### src/rtl/lt_seq_pkg.sv
package lt_seq_pkg;

    localparam int NUM_LEVELS = 4;

    typedef enum logic [1:0] {
        PAT_CLR  = 2'b00,
        PAT_ONE  = 2'b01,
        PAT_TWO  = 2'b10,
        PAT_NORM = 2'b11
    } pat_e;

    typedef enum logic [3:0] {
        ST_IDLE, ST_CFG, ST_DIS, ST_P1, ST_ACK1,
        ST_P2, ST_ACK2, ST_NORM, ST_DONE, ST_FAIL
    } st_e;

    localparam logic [1:0] RX_TP_48  = 2'b01;
    localparam logic [1:0] RX_DLY_90 = 2'b10;

    typedef struct packed {
        logic tx_en;
        logic rx_en;
        pat_e pat;
        logic enh;
        logic ecc;
        logic ack_bit;
        logic ack_sym;
        logic misc_wr;
        logic done;
        logic fail;
    } link_ctl_t;

    // {swing, emphasis}: swing 00=400mV 01=600mV 10=800mV; emph 00=0dB 01=3.5dB 10=6dB
    function automatic logic [3:0] level_drive(input logic [1:0] lvl);
        case (lvl)
            2'd0:    return 4'b0000;
            2'd1:    return 4'b0010;
            2'd2:    return 4'b0101;
            default: return 4'b1000;
        endcase
    endfunction

    function automatic link_ctl_t ctl_for(input st_e s);
        link_ctl_t c;
        c = '0;
        c.pat = PAT_CLR;
        case (s)
            ST_CFG:  c.misc_wr = 1'b1;
            ST_P1:   begin c.tx_en = 1'b1; c.rx_en = 1'b1; c.pat = PAT_ONE; end
            ST_ACK1: begin c.tx_en = 1'b1; c.rx_en = 1'b1; c.pat = PAT_ONE; c.ack_bit = 1'b1; end
            ST_P2:   begin c.tx_en = 1'b1; c.rx_en = 1'b1; c.pat = PAT_TWO; end
            ST_ACK2: begin c.tx_en = 1'b1; c.rx_en = 1'b1; c.pat = PAT_TWO; c.ack_sym = 1'b1; end
            ST_NORM: begin c.tx_en = 1'b1; c.rx_en = 1'b1; c.pat = PAT_NORM; c.enh = 1'b1; end
            ST_DONE: begin
                c.tx_en = 1'b1; c.rx_en = 1'b1; c.pat = PAT_NORM;
                c.enh = 1'b1; c.ecc = 1'b1; c.done = 1'b1;
            end
            ST_FAIL: begin c.tx_en = 1'b1; c.rx_en = 1'b1; c.pat = PAT_ONE; c.fail = 1'b1; end
            default: c = c;
        endcase
        return c;
    endfunction

endpackage

### src/rtl/lt_sync.sv
module lt_sync #(
    parameter int WIDTH  = 2,
    parameter int STAGES = 2
) (
    input  logic             clk,
    input  logic             rst,
    input  logic [WIDTH-1:0] d,
    output logic [WIDTH-1:0] q
);
    logic [STAGES-1:0][WIDTH-1:0] stg;

    always_ff @(posedge clk) begin
        if (rst) begin
            stg <= '0;
        end else begin
            stg[0] <= d;
            for (int i = 1; i < STAGES; i++) begin
                stg[i] <= stg[i-1];
            end
        end
    end

    assign q = stg[STAGES-1];
endmodule

### src/rtl/lt_gap_timer.sv
module lt_gap_timer #(
    parameter int W = 7
) (
    input  logic         clk,
    input  logic         rst,
    input  logic         restart,
    input  logic [W-1:0] last,
    output logic         expired
);
    logic [W-1:0] cnt;

    always_ff @(posedge clk) begin
        if (rst || restart) begin
            cnt <= '0;
        end else if (cnt != last) begin
            cnt <= cnt + W'(1);
        end
    end

    assign expired = (cnt == last);

    // a window that has run out stays run out until restarted
    p_hold_at_limit_r5: assert property (@(posedge clk) disable iff (rst)
        (expired && !restart) |=> expired);
endmodule

### src/rtl/lt_train_seq.sv
module lt_train_seq
    import lt_seq_pkg::*;
#(
    parameter int CLK_MHZ         = 50,
    parameter int TRIES_PER_LEVEL = 2,
    parameter int POLL_LIMIT      = 4,
    parameter int IDLE_GAP        = 16
) (
    input  logic       clk,
    input  logic       rst,
    input  logic       start,
    input  logic       bit_lock_in,
    input  logic       sym_lock_in,
    output logic       tx_en,
    output logic       rx_en,
    output logic [1:0] pattern,
    output logic [1:0] swing_idx,
    output logic [3:0] drive_code,
    output logic       enh_frame,
    output logic       err_corr_en,
    output logic       clr_bit_lock,
    output logic       clr_sym_lock,
    output logic       rx_misc_wr,
    output logic [1:0] rx_tp_code,
    output logic [1:0] rx_delay_code,
    output logic       done,
    output logic       fail,
    output logic [1:0] win_level
);
    localparam int BIT_GAP  = (CLK_MHZ + 1) / 2;
    localparam int SYM_GAP  = (3 * CLK_MHZ + 1) / 2;
    localparam int ATTEMPTS = NUM_LEVELS * TRIES_PER_LEVEL;
    localparam int AW       = $clog2(ATTEMPTS);
    localparam int PW       = $clog2(POLL_LIMIT);
    localparam int MAX_GAP  = (SYM_GAP > IDLE_GAP) ? SYM_GAP : IDLE_GAP;
    localparam int TW       = $clog2(MAX_GAP + 1);

    st_e          state_q, state_d;
    logic [AW-1:0] att_q, att_d;
    logic [PW-1:0] poll_q, poll_d;
    logic          poll_retry, tmr_restart, expired;
    logic [TW-1:0] gap_last;
    logic [1:0]    lock_s;
    logic [1:0]    lvl_w;
    link_ctl_t     ctl;

    lt_sync #(.WIDTH(2), .STAGES(2)) u_sync (
        .clk (clk),
        .rst (rst),
        .d   ({sym_lock_in, bit_lock_in}),
        .q   (lock_s)
    );

    always_comb begin
        case (state_q)
            ST_P1:   gap_last = TW'(BIT_GAP - 1);
            ST_P2:   gap_last = TW'(SYM_GAP - 1);
            ST_NORM: gap_last = TW'(IDLE_GAP - 1);
            default: gap_last = '0;
        endcase
    end

    lt_gap_timer #(.W(TW)) u_timer (
        .clk     (clk),
        .rst     (rst),
        .restart (tmr_restart),
        .last    (gap_last),
        .expired (expired)
    );

    always_comb begin
        state_d    = state_q;
        att_d      = att_q;
        poll_d     = poll_q;
        poll_retry = 1'b0;
        case (state_q)
            ST_IDLE, ST_DONE, ST_FAIL: begin
                if (start) begin
                    state_d = ST_CFG;
                    att_d   = '0;
                end
            end
            ST_CFG:  state_d = ST_DIS;
            ST_DIS:  begin state_d = ST_P1; poll_d = '0; end
            ST_P1, ST_P2: begin
                if (expired) begin
                    if ((state_q == ST_P1) ? lock_s[0] : lock_s[1]) begin
                        state_d = (state_q == ST_P1) ? ST_ACK1 : ST_ACK2;
                    end else if (poll_q == PW'(POLL_LIMIT - 1)) begin
                        if (att_q == AW'(ATTEMPTS - 1)) begin
                            state_d = ST_FAIL;
                        end else begin
                            att_d   = att_q + AW'(1);
                            state_d = ST_DIS;
                        end
                    end else begin
                        poll_d     = poll_q + PW'(1);
                        poll_retry = 1'b1;
                    end
                end
            end
            ST_ACK1: begin state_d = ST_P2; poll_d = '0; end
            ST_ACK2: state_d = ST_NORM;
            ST_NORM: if (expired) state_d = ST_DONE;
            default: state_d = ST_IDLE;
        endcase
    end

    assign tmr_restart = (state_d != state_q) || poll_retry;

    always_ff @(posedge clk) begin
        if (rst) begin
            state_q <= ST_IDLE;
            att_q   <= '0;
            poll_q  <= '0;
        end else begin
            state_q <= state_d;
            att_q   <= att_d;
            poll_q  <= poll_d;
        end
    end

    assign ctl           = ctl_for(state_q);
    assign lvl_w         = 2'(att_q / AW'(TRIES_PER_LEVEL));
    assign tx_en         = ctl.tx_en;
    assign rx_en         = ctl.rx_en;
    assign pattern       = ctl.pat;
    assign enh_frame     = ctl.enh;
    assign err_corr_en   = ctl.ecc;
    assign clr_bit_lock  = ctl.ack_bit;
    assign clr_sym_lock  = ctl.ack_sym;
    assign rx_misc_wr    = ctl.misc_wr;
    assign done          = ctl.done;
    assign fail          = ctl.fail;
    assign swing_idx     = lvl_w;
    assign drive_code    = level_drive(lvl_w);
    assign win_level     = ctl.done ? lvl_w : 2'b00;
    assign rx_tp_code    = RX_TP_48;
    assign rx_delay_code = RX_DLY_90;

    // timing-field write only follows a start pulse
    p_misc_after_start_r2: assert property (@(posedge clk) disable iff (rst)
        rx_misc_wr |-> $past(start));
    // start during training is ignored
    p_busy_ignores_start_r2: assert property (@(posedge clk) disable iff (rst)
        (start && !(state_q inside {ST_IDLE, ST_DONE, ST_FAIL})) |=> !rx_misc_wr);
    // disable cycle is followed by pattern 1 with both ends enabled
    p_dis_then_pat1_r3: assert property (@(posedge clk) disable iff (rst)
        (state_q == ST_DIS) |=> (tx_en && rx_en && pattern == PAT_ONE));
    // drive level does not move while the link stays enabled
    p_swing_steady_r4: assert property (@(posedge clk) disable iff (rst)
        (tx_en && $past(tx_en)) |-> $stable(swing_idx));
    // bit-lock clear pulse is followed by pattern 2
    p_ack_bit_then_pat2_r6: assert property (@(posedge clk) disable iff (rst)
        clr_bit_lock |=> (pattern == PAT_TWO && !clr_bit_lock));
    // symbol-lock clear pulse is followed by normal framing
    p_ack_sym_then_norm_r7: assert property (@(posedge clk) disable iff (rst)
        clr_sym_lock |=> (pattern == PAT_NORM && enh_frame && !done));
    // done and its level hold until start
    p_done_hold_r9: assert property (@(posedge clk) disable iff (rst)
        (done && !start) |=> (done && $stable(win_level)));
    // fail holds, link left enabled in pattern 1
    p_fail_hold_r10: assert property (@(posedge clk) disable iff (rst)
        (fail && !start) |=> (fail && tx_en && pattern == PAT_ONE));
    p_done_fail_excl_r10: assert property (@(posedge clk) disable iff (rst)
        !(done && fail));
endmodule

### config.mk
export PLATFORM = sky130hd
export DESIGN_NAME = lt_train_seq
export DESIGN_NICKNAME = d
export VERILOG_FILES = /design/src/rtl/lt_seq_pkg.sv /design/src/rtl/lt_sync.sv /design/src/rtl/lt_gap_timer.sv /design/src/rtl/lt_train_seq.sv
export SDC_FILE = /design/constraint.sdc
export NUM_CORES = 1
export LEC_CHECK = 0
export ABC_CLOCK_PERIOD_IN_PS = 3600
export BUFFER_PORTS_ARGS = -buffer_cell sky130_fd_sc_hd__buf_2
export CAP_MARGIN = 20
export CORE_MARGIN = 3
export CORE_UTILIZATION = 45
export CTS_CLUSTER_DIAMETER = 50
export DETAILED_ROUTE_END_ITERATION = 8
export PLACE_DENSITY = 0.78
export RECOVER_POWER = 100
export SETUP_SLACK_MARGIN = 0.2
export SLEW_MARGIN = 30
export SYNTH_ARGS = -nofsm -noshare
export SYNTH_HDL_FRONTEND = slang
export SYNTH_HIERARCHICAL = 1
export SYNTH_SLANG_ARGS = --single-unit
### constraint.sdc
create_clock -name clk -period 3.6 [get_ports clk]
set_clock_uncertainty 0.1 [all_clocks]
set_input_delay 0.36 -clock clk [delete_from_list [all_inputs] [get_ports clk]]
set_output_delay 0.36 -clock clk [all_outputs]
set_load 0.02 [all_outputs]
==> run summary, run 1 <==
Status: complete, no violations
Final core utilization: 0.5438
Startpoint Class: flip-flop
Final Hold Viols: 0
Crit-path max FO: 15
Multi-input logic area: 1059 um2
Io pins: 28
CTS buffer count: 3
Avg Cell Area, Syn: 7.854 um2
Post-Synthesis Cells: 202
Worst-Skew Late Latency: 310 ps
Die area: 4274 um2
Largest net degree at the start of global routing: 21
Combinational power share: 0.355
Routed Antenna Nets: 0
Crit-path cells: nor4bb_4 -> xor2_1 -> nor3_4 -> and2_1 -> buf_4 -> a21oi_1 -> nor2_1 -> o31ai_1 -> o2111ai_1 -> a221o_1 -> nor2_1 -> nand2_1 -> mux2i_1
Gr usage total: 0.1691
Die X: 65.38 um
Endpoint type of the worst setup path: flip-flop
DP Wirelength: 2486 um
Vias per std cell: 5.477
Via count: 1446
Initial DRT Pass Iterations: 4
GRT overflow: 0
Slew headroom: 0.4683
Sw Share: 0.3456
FP Rows: 20
Port Buffers: 23
Tot Pwr: 693.7 uW
Fmax: 314.7 MHz
Int Pwr: 454.0 uW
Reg power frac: 0.377
RSZ-0062 raised after global routing: false
Crit-path max cell delay: 640 ps
Critical path depth in cells: 13
Slowest CP cell: dfxtp_1
Max Cap Viol: 0
Synth unique cells: 50
Synth Warn #: 6
Share of layout cells above drive strength 1: 0.1545
Reg clk slew, reported paths: 120 ps
Fillers: 341
Period utilization: 0.8827
Drt wl/cell: 12.38 um
Setup Crit Path Kind: flip-flop to flip-flop
Root buffer cell: clkbuf_4
Critical path buffer and inverter count: 1
Yosys reg bits: 20
Area grow syn2layout: 9.779%
Leakage: 0.0007006 uW
Sequential area share after synthesis: 0.2524
Core area: 3203 um2
Post-synth EDFFs: 0
Reg area: 402.9 um2
Tightest Hold Check Type: input port to flip-flop
# diodes: 0
CTS tree: done
GPL Wtd Cong: 0.8609
Max clock buf depth: 2
Initial DRC Count: 129
Clk sinks: 20
CP delay by family, top: simple AND/OR/NAND/NOR gates
Data required time of the worst path: 3740 ps
Number of global-route vias before repair: 1254
Setup_tns: 0 ps
CTS H-Tree Depth: 1
PwrDens: 398.3 nW/um2
Primary FF master, synth: dfxtp_1
Starting Density: 0.4953
R2R depth: 13
Most common cell on crit path: nor2_1
Clock Power Share: 0.268
NetSw: 239.7 uW
DRC violations left: 0
WP data arrival: 3320 ps
Peak VDD IR: 0.0002343 V
First-pass GRT wire length: 5699 um
Routed WL: 3269 um
Tmin final: 3178 ps
Max Slew Vio Count: 0
Asr flop ratio synth: 0
Worst slew pin tran: 797.5 ps
Final setup vio count: 0
Hold Path Depth: 2
Post-Syn Area: 1587 um2
Final nets: 232
Die Y: 65.38 um
Antenna violations before repair: 0
[per-layer routing]
metal,track usage,up-vias,share of wire
met5,0,-,0
met4,0.05699,0,0.013
met3,0.04274,6,0.066
met2,0.2566,41,0.45
met1,0.2320,670,0.47
li1,-,729,-
[registers in the layout, summed over array words and instances (netlist names)]
| register | flops |
|---|---|
| poll_q | 2 |
| state_q | 4 |
| u_timer/cnt | 7 |
| u_sync/stg | 2 |
| att_q | 3 |
| u_sync/q | 2 |
[cell type report]
cell class                      count  share of cell area
Timing Repair Buffer               32             0.09267
Clock inverter                      1             0.01724
Sequential cell                    20              0.2313
Inverter                            3            0.006466
Multi-Input combinational cell    161              0.6078
Tap cell                           44             0.03161
Clock buffer                        3             0.01293
[worst register-to-register path: cells and delay by family, from the launching register on]
kind            cells  cell delay (ps)
compound gates      4              710
flops               1              640
simple gates        6             1070
buf+inv             1              170
xor+xnor            1              280
mux                 1              130
[per-stage QoR]
step	setup slack (ps)	hold WS [ps]	instance area, um2	cells
2_1_floorplan	222.7	313.8	1608	205
3_3_place_gp	430.8	326.0	1698	258
3_5_place_dp	297.2	325.5	1698	258
4_1_cts	258.6	151.1	1750	262
5_1_grt	112.4	152.1	1742	264
6_report	422.3	160.2	1742	264
[logic make-up (layout without fill, tap and decap cells)]
logic type / after synthesis / count (layout) / synth area share
multiplexers: 9 / 9 / 0.05915
adder cells (fa/ha/maj): 6 / 6 / 0.04732
flip-flops: 20 / 20 / 0.2524
XOR/XNOR: 7 / 7 / 0.03864
buffers and inverters: 24 / 39 / 0.08990
other: 2 / 5 / 0.004734
AO/OA/AOI/OAI: 44 / 44 / 0.1719
AND/OR/NAND/NOR: 90 / 90 / 0.3360
[Yosys cell counts (3+ instances only)]
cell / count / area share
a21oi_1: 16 / 0.050
or3_1: 5 / 0.020
nand2b_1: 3 / 0.012
clkbuf_1: 4 / 0.0095
xor2_1: 7 / 0.039
inv_1: 3 / 0.0071
dfxtp_1: 20 / 0.25
nand3b_1: 3 / 0.014
nor2b_1: 12 / 0.047
ha_1: 6 / 0.047
mux2i_1: 6 / 0.038
nand3_1: 9 / 0.028
buf_2: 3 / 0.0095
buf_4: 11 / 0.052
nor3_1: 5 / 0.016
and2_1: 5 / 0.020
o21ai_0: 12 / 0.038
nor2_1: 15 / 0.035
nand2_1: 18 / 0.043
[power groups by stage]
stage	Combinational (uW)	Sequential (uW)	Clock, uW
floorplan	210	245	0
global placement	234	264	0
detailed placement	236	265	0
CTS	237	260	192
global route	274	265	199
finish	246	262	186
[timing repair]
action | CTS | global route
resized for setup | 0 | 3
hold buffers | 0 | 0
buffers inserted | 0 | 2
setup endpoints to repair | 0 | 7
[cell usage in the layout (no fill, tap or decap), types with 5 or more instances in the layout]
| cell type | Yosys | final |
|---|---|---|
| a21oi_1 | 16 | 16 |
| buf_2 | 3 | 9 |
| buf_4 | 11 | 8 |
| clkbuf_1 | 4 | 15 |
| conb_1 | 2 | 5 |
| dfxtp_1 | 20 | 18 |
| ha_1 | 6 | 6 |
| mux2i_1 | 6 | 6 |
| nand2_1 | 18 | 18 |
| nand3_1 | 9 | 9 |
| nor2_1 | 15 | 14 |
| nor2b_1 | 12 | 12 |
| nor3_1 | 5 | 5 |
| o21ai_0 | 12 | 12 |
| or3_1 | 5 | 6 |
| xor2_1 | 7 | 7 |
[final timing paths]
check	slack [ps]	endpoint	start
worst max-delay path	420	u_timer/cnt[6]	state_q[1]
worst min-delay path	160	u_sync/stg[1]	sym_lock_in
worst max register to register	420	u_timer/cnt[6]	state_q[1]
worst min register to register	340	u_sync/q[0]	u_sync/stg[0]
Note: power is estimated with default switching activity, not from simulation.
==> inputs of run 2 (changes only) <==
--- a/config.mk
+++ b/config.mk
@@ -10,6 +10,7 @@
 export CAP_MARGIN = 20
 export CORE_MARGIN = 3
 export CORE_UTILIZATION = 45
+export CTS_BUF_LIST = sky130_fd_sc_hd__clkbuf_16
 export CTS_CLUSTER_DIAMETER = 50
 export DETAILED_ROUTE_END_ITERATION = 8
 export PLACE_DENSITY = 0.78
==> run 2 against run 1 <==
Sequential power hardly changed; largest cell class unchanged; critical path type unchanged; setup slack lost 6.6 ps; global-route usage increased by 0.29 points; die area unchanged.
==> run summary, run 2 (synthesis results as in run 1) <==
Routed WL: 3396 um
Root buffer cell: clkbuf_16
Port Buffers: 23
Most common cell on crit path: and2_0
WP data arrival: 3260 ps
Die X: 65.38 um
Largest net degree at the start of global routing: 21
Crit-path max cell delay: 510 ps
Reg clk slew, reported paths: 60 ps
Largest Register: u_timer/cnt
DRC violations left: 0
Max Slew Vio Count: 0
Data required time of the worst path: 3680 ps
CP delay by family, top: simple AND/OR/NAND/NOR gates
Max clock buf depth: 2
Via count: 1448
Routed Antenna Nets: 0
Max Cap Viol: 0
GRT overflow: 0
Clk sinks: 20
Setup Crit Path Kind: flip-flop to flip-flop
GPL Wtd Cong: 0.8609
CTS tree: done
Antenna violations before repair: 0
Share of layout cells above drive strength 1: 0.1500
DP Wirelength: 2486 um
Io pins: 28
Period utilization: 0.8845
Most frequent cells in the layout: 18 x nand2_1, 18 x dfxtp_1, 17 x clkbuf_1
Startpoint Class: flip-flop
Biggest regs: u_timer/cnt (7), state_q (4), att_q (3)
FP Rows: 20
PwrDens: 454.7 nW/um2
Vias per std cell: 5.485
Crit-path max FO: 9
Fmax: 314.0 MHz
Peak VDD IR: 0.0002612 V
Tightest Hold Check Type: input port to flip-flop
CTS buffer count: 3
Initial DRT Pass Iterations: 4
Final Hold Viols: 0
Core area: 3203 um2
Initial DRC Count: 142
Worst slew pin tran: 818.3 ps
First-pass GRT wire length: 5830 um
Worst-Skew Late Latency: 250 ps
Number of global-route vias before repair: 1269
Crit-path cells: clkbuf_1 -> and2_0 -> xor2_1 -> nor4_4 -> and2_0 -> o21ai_0 -> a2bb2oi_1 -> o2111ai_1 -> a221o_1 -> or3_1 -> mux2i_1
Die Y: 65.38 um
CTS H-Tree Depth: 1
# diodes: 0
RSZ-0062 raised after global routing: false
Endpoint type of the worst setup path: flip-flop
Max FFs per register: 7
Status: complete, no violations
Fillers: 329
Cts hold-fix bufs: 0
Critical path buffer and inverter count: 1
Final setup vio count: 0
Tmin final: 3184 ps
Gr usage total: 0.1720
Tot Pwr: 815.9 uW
Slowest CP cell: dfxtp_1
Drt wl/cell: 12.86 um
Slew headroom: 0.4545
Final nets: 232
Leakage: 0.0007131 uW
Setup_tns: 0 ps
Area grow syn2layout: 13.09%
Starting Density: 0.4953
Die area: 4274 um2
==> run 2: cell types whose count changed in the layout (fill, tap and decap cells not counted), sizes merged <==
cell / change
buf: -2
clkbuf: +2
==> run 2: report_power, final <==
part           total (uW)  leakage (uW)  internal [uW]  switching, uW
logic                 251      0.000499            109            142
registers             262      0.000163            235           27.8
clock network         303     0.0000511            220           82.3
total                 816      0.000713            563            252
==> run 2: path summary, 6_finish.rpt <==
path         cells past startpoint  slack (ps)          start             end
max                             11         420     state_q[2]  u_timer/cnt[6]
min                              2         220    bit_lock_in   u_sync/stg[0]
max reg2reg                     11         420     state_q[2]  u_timer/cnt[6]
min reg2reg                      1         330  u_sync/stg[0]     u_sync/q[0]
==> run 2: layout make-up <==
| type | instances | area [um2] | share of cell area |
|---|---|---|---|
| Multi-Input combinational cell | 161 | 1061 | 0.5914 |
| Timing Repair Buffer | 32 | 158.9 | 0.08856 |
| Tap cell | 44 | 55.05 | 0.03068 |
| Inverter | 3 | 11.26 | 0.006276 |
| Clock inverter | 1 | 30.03 | 0.01674 |
| Clock buffer | 3 | 75.07 | 0.04184 |
| Sequential cell | 20 | 402.9 | 0.2245 |
==> run 2: timing repair <==
| action | in CTS | in global routing |
|---|---|---|
| resized for setup | 0 | 4 |
| endpoints found under the setup margin | 0 | 7 |
| endpoints found under the hold margin | 0 | 0 |
| setup buffers | 0 | 2 |
==> run 2: stage by stage <==
step | cells | setup slack, ps | hold WS, ps | utilization | area, um2
2_1_floorplan | 205 | 222.7 | 313.8 | - | 1608
3_3_place_gp | 258 | 430.8 | 326.0 | 0.5301 | 1698
3_5_place_dp | 258 | 297.2 | 325.5 | 0.5301 | 1698
4_1_cts | 262 | 273.9 | 222.2 | 0.5629 | 1803
5_1_grt | 264 | 149.3 | 228.4 | 0.5602 | 1794
6_report | 264 | 415.7 | 221.8 | 0.5602 | 1794
==> run 2: layer usage <==
layer  global-route usage  up-vias  wire [um]
li1                     -      733          -
met1               0.2403      657       1517
met2               0.2668       54       1621
met3              0.03761        4        217
met4              0.04404        0         39
met5                    0        -          0
==> inputs of run 3 (changes only) <==
--- a/config.mk
+++ b/config.mk
@@ -5,12 +5,11 @@
 export SDC_FILE = /design/constraint.sdc
 export NUM_CORES = 1
 export LEC_CHECK = 0
-export ABC_CLOCK_PERIOD_IN_PS = 3600
 export BUFFER_PORTS_ARGS = -buffer_cell sky130_fd_sc_hd__buf_2
 export CAP_MARGIN = 20
 export CORE_MARGIN = 3
 export CORE_UTILIZATION = 45
-export CTS_BUF_LIST = sky130_fd_sc_hd__clkbuf_16
+export CTS_BUF_LIST = sky130_fd_sc_hd__clkbuf_2
 export CTS_CLUSTER_DIAMETER = 50
 export DETAILED_ROUTE_END_ITERATION = 8
 export PLACE_DENSITY = 0.78
@@ -21,3 +20,4 @@
 export SYNTH_HDL_FRONTEND = slang
 export SYNTH_HIERARCHICAL = 1
 export SYNTH_SLANG_ARGS = --single-unit
+export TNS_END_PERCENT = 100
==> run 3 against run 2 <==
Combinational power is essentially flat; die area is the same; flip-flop and latch count is the same.
==> run summary, run 3 (synthesis results as in run 1) <==
Status: complete, no violations
Worst-Skew Late Latency: 310 ps
Number of global-route vias before repair: 1251
CTS buffer count: 3
Clk sinks: 20
CP delay by family, top: simple AND/OR/NAND/NOR gates
Endpoint type of the worst setup path: flip-flop
Tightest Hold Check Type: input port to flip-flop
Leakage: 0.0006902 uW
PwrDens: 391.5 nW/um2
Non-Filler Instances: 264
Drt wl/cell: 12.35 um
Vias per std cell: 5.462
Routed Antenna Nets: 0
Final Hold Viols: 0
Slew headroom: 0.4575
Gr usage total: 0.1680
Max Slew Vio Count: 0
Slowest CP cell: dfxtp_1
Dpl cells: 258
Final nets: 232
Most frequent cells in the layout: 18 x nand2_1, 18 x dfxtp_1, 17 x clkbuf_1
Startpoint Class: flip-flop
Biggest regs: u_timer/cnt (7), state_q (4), att_q (3)
Period utilization: 0.8842
WP data arrival: 3340 ps
First-pass GRT wire length: 5692 um
Tmin final: 3183 ps
Initial DRT Pass Iterations: 4
Initial DRC Count: 149
Worst slew pin tran: 813.8 ps
CTS H-Tree Depth: 1
Core area: 3203 um2
Max FFs per register: 7
Fillers: 341
Io pins: 28
Largest net degree at the start of global routing: 21
Die Y: 65.38 um
Starting Density: 0.4953
Share of layout cells above drive strength 1: 0.1500
Dpl cell area: 1698 um2
Crit-path max FO: 10
Peak VDD IR: 0.0002147 V
Data required time of the worst path: 3760 ps
Setup_tns: 0 ps
Largest Register: u_timer/cnt
DP Wirelength: 2486 um
Antenna violations before repair: 0
Cts hold-fix bufs: 0
Most common cell on crit path: and2_1
Final setup vio count: 0
# diodes: 0
DRC violations left: 0
Via count: 1442
Port Buffers: 23
GPL Wtd Cong: 0.8609
Crit-path cells: clkbuf_1 -> and2_1 -> xor2_1 -> nor4_4 -> and2_1 -> buf_4 -> a21oi_1 -> nor2_1 -> o31ai_1 -> o2111ai_1 -> a221o_1 -> or3_1 -> mux2i_1
Reg clk slew, reported paths: 200 ps
Crit-path max cell delay: 560 ps
Die X: 65.38 um
RSZ-0062 raised after global routing: false
Max Cap Viol: 0
Area grow syn2layout: 9.306%
GRT overflow: 0
Die area: 4274 um2
Final core utilization: 0.5414
Max clock buf depth: 2
Setup Crit Path Kind: flip-flop to flip-flop
Critical path buffer and inverter count: 2
FP Rows: 20
Fin area: 1734 um2
CTS tree: done
Fmax: 314.1 MHz
Root buffer cell: clkbuf_2
Routed WL: 3260 um
run 3: per-stage QoR:
stage | hold slack (ps) | worst slack [ps] | power [uW]
2_1_floorplan | 313.8 | 222.7 | 455.3
3_3_place_gp | 326.0 | 430.8 | 498.9
3_5_place_dp | 325.5 | 297.2 | 501.7
4_1_cts | 129.0 | 245.7 | 670.3
5_1_grt | 116.3 | 119.4 | 724.2
6_report | 142.6 | 416.8 | 679.0
run 3: final timing paths:
kind / start / to / slack (ps) / depth (start not counted)
min: bit_lock_in / u_sync/stg[0] / 140 / 2
max reg2reg: state_q[2] / u_timer/cnt[6] / 420 / 13
min reg2reg: u_sync/stg[0] / u_sync/q[0] / 360 / 1
max: state_q[2] / u_timer/cnt[6] / 420 / 13
run 3: routing by layer:
layer / vias to the layer above / track usage / part of all wire
li1: 729 / - / -
met1: 668 / 0.2320 / 0.47
met2: 41 / 0.2566 / 0.46
met3: 4 / 0.04274 / 0.060
met4: 0 / 0.04922 / 0.0089
met5: - / 0 / 0
run 3: layout make-up:
type	count	area, um2	share of cell area
Multi-Input combinational cell	161	1061	0.6118
Sequential cell	20	402.9	0.2323
Timing Repair Buffer	32	158.9	0.09163
Tap cell	44	55.05	0.03175
Clock inverter	1	30.03	0.01732
Clock buffer	3	15.01	0.008658
Inverter	3	11.26	0.006494
run 3: report_power, final:
part | switching (uW) | total (uW) | leakage (uW) | internal [uW]
clock | 71.1 | 167 | 0.0000266 | 95.8
sequential | 27.6 | 262 | 0.000163 | 235
combinational | 140 | 250 | 0.000500 | 110
run 3: what timing repair did:
| item | 4_1_cts | 5_1_grt |
|---|---|---|
| endpoints found under the setup margin | 0 | 7 |
| resized for setup | 0 | 4 |
| setup buffers | 0 | 2 |
